===== src/rtl/pd_pkg.sv =====
package pd_pkg;
  // Number of fractional bits in the cycles-per-byte rate register.
  localparam int unsigned PD_CPB_FRAC = 4;

  // Outcome of an offered descriptor.
  typedef enum logic [1:0] {
    ADM_IDLE       = 2'd0,
    ADM_TAKE       = 2'd1,
    ADM_DROP_FULL  = 2'd2,
    ADM_DROP_BYTES = 2'd3
  } adm_e;
endpackage


===== src/rtl/pd_ser_calc.sv =====
// Serialization time: ceil(len * rate / 2^FRAC), widened to the counter width.
module pd_ser_calc #(
  parameter int LEN_W = 16,
  parameter int CPB_W = 8,
  parameter int FRAC  = 4,
  parameter int CNT_W = 24
) (
  input  logic [LEN_W-1:0] len,
  input  logic [CPB_W-1:0] cpb,
  output logic [CNT_W-1:0] ser
);
  localparam int PROD_W = LEN_W + CPB_W;
  localparam int RND    = (1 << FRAC) - 1;

  logic [PROD_W:0] sum;
  logic [PROD_W:0] shifted;

  assign sum     = {1'b0, PROD_W'(len) * PROD_W'(cpb)} + (PROD_W+1)'(RND);
  assign shifted = sum >> FRAC;
  assign ser     = CNT_W'(shifted);
endmodule


===== src/rtl/pd_link_tracker.sv =====
// Remaining serialization backlog of the link, so packets never overlap.
module pd_link_tracker #(
  parameter int CNT_W = 24
) (
  input  logic             clk,
  input  logic             rst,
  input  logic             tick,
  input  logic             admit,
  input  logic [CNT_W-1:0] ser,
  output logic [CNT_W-1:0] base
);
  logic [CNT_W-1:0] backlog;

  // Backlog as seen after this cycle's tick.
  assign base = (tick && backlog != '0) ? backlog - 1'b1 : backlog;

  always_ff @(posedge clk) begin
    if (rst)        backlog <= '0;
    else if (admit) backlog <= base + ser;
    else            backlog <= base;
  end
endmodule


===== src/rtl/pd_slot_timer.sv =====
// One per descriptor slot: loaded on admission, counts down on target ticks.
module pd_slot_timer #(
  parameter int CNT_W = 24
) (
  input  logic             clk,
  input  logic             rst,
  input  logic             tick,
  input  logic             load,
  input  logic [CNT_W-1:0] load_val,
  output logic             zero
);
  logic [CNT_W-1:0] cnt;

  always_ff @(posedge clk) begin
    if (rst)                     cnt <= '0;
    else if (load)               cnt <= load_val;
    else if (tick && cnt != '0)  cnt <= cnt - 1'b1;
  end

  assign zero = (cnt == '0);
endmodule


===== src/rtl/pkt_delay_tm.sv =====
module pkt_delay_tm
  import pd_pkg::*;
#(
  parameter int ID_W   = 8,
  parameter int LEN_W  = 16,
  parameter int CPB_W  = 8,
  parameter int LAT_W  = 16,
  parameter int CAP_W  = 20,
  parameter int DEPTH  = 16,
  parameter int CNT_W  = 24,
  parameter int DROP_W = 16
) (
  input  logic              clk,
  input  logic              rst,
  input  logic              tick,
  input  logic [CPB_W-1:0]  cfg_cpb,
  input  logic [LAT_W-1:0]  cfg_lat,
  input  logic [CAP_W-1:0]  cfg_cap,
  input  logic              in_valid,
  input  logic [ID_W-1:0]   in_id,
  input  logic [LEN_W-1:0]  in_len,
  output logic              out_valid,
  input  logic              out_ready,
  output logic [ID_W-1:0]   out_id,
  output logic [LEN_W-1:0]  out_len,
  output logic [DROP_W-1:0] drop_count
);
  localparam int PTR_W = (DEPTH > 1) ? $clog2(DEPTH) : 1;
  localparam int OCC_W = $clog2(DEPTH + 1);

  // Descriptor storage, no reset so it maps onto RAM.
  logic [ID_W-1:0]  id_mem  [DEPTH];
  logic [LEN_W-1:0] len_mem [DEPTH];

  logic [PTR_W-1:0] wr_ptr, rd_ptr;
  logic [OCC_W-1:0] occ;
  logic [CAP_W-1:0] bytes_used;
  logic [DEPTH-1:0] slot_zero;

  logic [CNT_W-1:0] ser, base, load_val;
  logic [CAP_W:0]   need;
  logic             fits, admit, drop, pop;
  adm_e             adm;

  function automatic logic [PTR_W-1:0] ptr_next(input logic [PTR_W-1:0] p);
    return (p == PTR_W'(DEPTH - 1)) ? '0 : p + 1'b1;
  endfunction

  // Admission decision
  assign need = {1'b0, bytes_used} + (CAP_W+1)'(in_len);
  assign fits = (need <= {1'b0, cfg_cap});

  always_comb begin
    if (!in_valid)                 adm = ADM_IDLE;
    else if (occ == OCC_W'(DEPTH)) adm = ADM_DROP_FULL;
    else if (!fits)                adm = ADM_DROP_BYTES;
    else                           adm = ADM_TAKE;
  end

  assign admit = (adm == ADM_TAKE);
  assign drop  = (adm == ADM_DROP_FULL) || (adm == ADM_DROP_BYTES);

  // Delay computation
  pd_ser_calc #(
    .LEN_W(LEN_W), .CPB_W(CPB_W), .FRAC(PD_CPB_FRAC), .CNT_W(CNT_W)
  ) u_ser (
    .len(in_len), .cpb(cfg_cpb), .ser(ser)
  );

  pd_link_tracker #(.CNT_W(CNT_W)) u_link (
    .clk(clk), .rst(rst), .tick(tick), .admit(admit), .ser(ser), .base(base)
  );

  assign load_val = base + ser + CNT_W'(cfg_lat);

  // Per-slot countdown timers
  for (genvar g = 0; g < DEPTH; g++) begin : g_slot
    pd_slot_timer #(.CNT_W(CNT_W)) u_tmr (
      .clk(clk), .rst(rst), .tick(tick),
      .load(admit && (wr_ptr == PTR_W'(g))),
      .load_val(load_val),
      .zero(slot_zero[g])
    );
  end

  // Head release
  assign out_valid = (occ != '0) && slot_zero[rd_ptr];
  assign out_id    = id_mem[rd_ptr];
  assign out_len   = len_mem[rd_ptr];
  assign pop       = out_valid && out_ready;

  always_ff @(posedge clk) begin
    if (admit) begin
      id_mem[wr_ptr]  <= in_id;
      len_mem[wr_ptr] <= in_len;
    end
  end

  always_ff @(posedge clk) begin
    if (rst) begin
      wr_ptr     <= '0;
      rd_ptr     <= '0;
      occ        <= '0;
      bytes_used <= '0;
      drop_count <= '0;
    end else begin
      if (admit) wr_ptr <= ptr_next(wr_ptr);
      if (pop)   rd_ptr <= ptr_next(rd_ptr);
      case ({admit, pop})
        2'b10:   occ <= occ + 1'b1;
        2'b01:   occ <= occ - 1'b1;
        default: occ <= occ;
      endcase
      bytes_used <= bytes_used
                  + (admit ? CAP_W'(in_len) : '0)
                  - (pop   ? CAP_W'(out_len) : '0);
      if (drop) drop_count <= drop_count + 1'b1;
    end
  end
endmodule


===== config.mk =====
export PLATFORM = sky130hd
export DESIGN_NAME = pkt_delay_tm
export DESIGN_NICKNAME = d
export VERILOG_FILES = /design/src/rtl/pd_pkg.sv /design/src/rtl/pd_ser_calc.sv /design/src/rtl/pd_link_tracker.sv /design/src/rtl/pd_slot_timer.sv /design/src/rtl/pkt_delay_tm.sv
export SDC_FILE = /design/constraint.sdc
export NUM_CORES = 2
export LEC_CHECK = 0
export BUFFER_PORTS_ARGS = -buffer_cell sky130_fd_sc_hd__clkbuf_2
export CAP_MARGIN = 20
export CORE_MARGIN = 2
export CORE_UTILIZATION = 65
export CTS_CLUSTER_DIAMETER = 60
export DETAILED_ROUTE_END_ITERATION = 12
export PLACE_DENSITY = 0.85
export SLEW_MARGIN = 20
export SYNTH_ARGS = -nofsm -noshare
export SYNTH_HDL_FRONTEND = slang
export SYNTH_SLANG_ARGS = --single-unit

===== constraint.sdc =====
create_clock -name clk -period 20.8 [get_ports clk]
set_input_delay 1.04 -clock clk [delete_from_list [all_inputs] [get_ports clk]]
set_output_delay 1.04 -clock clk [all_outputs]
set_load 0.01 [all_outputs]

==> results.toml <==
[run_status]
violations = "DRC"
status = "finished, violations left"

[timing]
setup-tns-final_ns = 0
fin_crit_ns = 10.02
clock_skew_ns = 0.0410
worst_pin_slew_ns = 1.19
hold_slack_ns = 0.485
setup_viol = 0
period_share_pct = 48.2
max_slew_margin_pct = 20.4
fmaxAchievable_mhz = 99.8
slew_viol_final = 0
final_hold_viol_count = 0
rsz0062_at_grt = "false"

[yosys]
ys_seq_elements = 845
syn_area_per_cell_um2 = 10.3
seq_area_frac_synth_pct = 44.2
synth_nets = 4944
synthCells = 4584
ys_types = 74
ys.flop_type = "dfxtp_1"
async_flop_share_pct = 0
syn_area_um2 = 47000
synth_edf_count = 384
yosys_warnings = 0

[routing]
drc_errors = 2
wl_per_cell_um = 23.5
drtAntennaViolNets = 0
vias_per_cell = 6.54
dr_total_vias = 36954
drt_iter0_drc = 4058
routed_wl_um = 132000
drt-pass1-iter-count = 11

[clocking]
cts_root_buf = "clkbuf_16"
cts.sink_count = 845
cts_made_buffers = 88
cts_buffer_depth = 3
post_cts_buffers = 0
clk_latency_ns = 0.68
htree_levels = 3
cts.clk_slew.worst_paths_ns = 0.06
cts_resized = 0
cts_hold_buf = 0
cts_tree = "built"

[floorplan]
start_util_pct = 65.7
dieArea_um2 = 74500
die_h_um = 273
io_pins = 114
core-area_um2 = 71500
die_w_um = 273
num_rows = 98

[critical_path]
crit_fanout = 42
rr_startpoint = "bytes_used[1]"
cpPeakStageDelay_ns = 0.58
rrSetupSlack_ns = 11.35
end_kind = "flop"
worst_ep_arrival_time_ns = 10.55
critPathKind = "in2reg"
startpoint_type = "primary input"
reg2reg_depth = 31
cp_slowest_cell = "fa_1"
crit_top_cell = "o21ai_0"
reg2reg_to = "bytes_used[18]"
cp.required_ns = 21.32

[global_route]
met1_usage_pct = 45.8
met2_usage_pct = 56.3
overflow = 0
top_usage_layer = "met2"
grt_pass1_vias = 36473
grt_use_met3_pct = 8.02
grt_pass1_wl_um = 204000
grt_max_degree = 141
antenna_found_initial = 2
track_usage_pct = 35.6

[place]
port_buffers = 113
routabilityCongestion = 0.900
hpwl_um = 80100

[cells_and_area]
drive_gt1_share_pct = 10.9
nNetsFinal = 4980
syn_to_final_growth_pct = 9.62

[min_path]
holdPathStages = 2
min_to = "g_slot[13].u_tmr.cnt[5]"
holdCritPathClass = "reg2reg"
hold_start = "g_slot[13].u_tmr.cnt[5]"

[flow_run]
drv_cap = 0
registers in the layout, indices dropped and copies added, names as in the netlist, named ones only:
register,cells
g_slot.u_tmr.cnt,384
wr_ptr,4
rd_ptr,4
bytes_used,20
id_mem,128
len_mem,256
drop_count,16
occ,5
u_link.backlog,24
synthesized netlist by cell type (all sizes together) (77+ instances only):
cell type  number  area [µm²]
ha            181        2260
clkbuf        180         676
nor3          160         801
edfxtp        384       11500
a21oi         105         526
a211oi        341        2560
xor2          236        2070
xnor2         223        1950
fa            106        2120
nor2          610        2290
mux4          123        2770
and2          107         669
nand2         244         916
nor4           95         601
o21ai          77         385
inv           286        1070
dfxtp         461        9230
cells by family after synthesis:
family,Yosys count,synth area share (%)
XOR/XNOR,459,8.55
AO/OA/AOI/OAI,738,11.1
flip-flops,845,44.2
multiplexers,126,5.96
AND/OR/NAND/NOR,1610,16.7
adder cells (fa/ha/maj),287,9.33
buffers and inverters,519,4.16
routing by layer:
layer	part of all wire, %	vias to the layer above
li1	-	16562
met1	38	17668
met2	46	2188
met3	11	536
met4	5.8	0
met5	0	-
worst max-delay path by stage:
stage               startpoint                  endpoint  slack (ns)
floorplan            in_len[0]            bytes_used[19]       12.50
global placement     in_len[5]  g_slot[13].u_tmr.cnt[23]       11.07
detailed placement   in_len[5]   g_slot[6].u_tmr.cnt[23]       10.76
CTS                  in_len[0]            bytes_used[18]       11.33
global route         in_len[1]            bytes_used[18]       10.48
finish               in_len[1]            bytes_used[18]       10.78
per-stage QoR:
stage               cells  setup WS (ns)  util [%]  instance area, µm²
floorplan            4584          12.50         -               47000
global placement     5480          11.07      67.9               48500
detailed placement   5480          10.76      67.9               48500
CTS                  5643          11.33      72.0               51500
global route         5643          10.48      72.1               51500
finish               5647          10.78      72.1               51500
worst max-delay path, delay by kind of cell:
family | cells | cell delay, ns
fa+ha+maj | 4 | 1.48
buf+inv | 3 | 1.11
compound gates | 17 | 4.89
simple gates | 7 | 1.87
xor+xnor | 1 | 0.10
cell usage in the layout, fill, tap and decap left out, types with 65 or more instances in the layout:
| master | instances |
|---|---|
| a211oi_1 | 341 |
| a21oi_1 | 105 |
| and2_1 | 107 |
| clkbuf_16 | 90 |
| clkbuf_2 | 112 |
| dfxtp_1 | 458 |
| edfxtp_1 | 384 |
| fa_1 | 106 |
| ha_1 | 181 |
| inv_1 | 277 |
| mux4_2 | 123 |
| nand2_1 | 244 |
| nor2_1 | 610 |
| nor3_1 | 159 |
| nor4_1 | 94 |
| o21ai_0 | 75 |
| or3_1 | 65 |
| xnor2_1 | 214 |
| xor2_1 | 228 |
cell type report:
class                      count  area (µm²)
clock buffer                 125        2510
timing repair buffer         171        1010
antenna                        4        10.0
multi-input combinational   3220       24500
inverter                     294        1100
tap                          950        1190
sequential                   845       20800
clock inverter                38         463
fill                        4703       20000
Power is left out: the tool's default activity adds up to more than one toggle a clock period on the data nets, which glitch-free logic cannot reach.
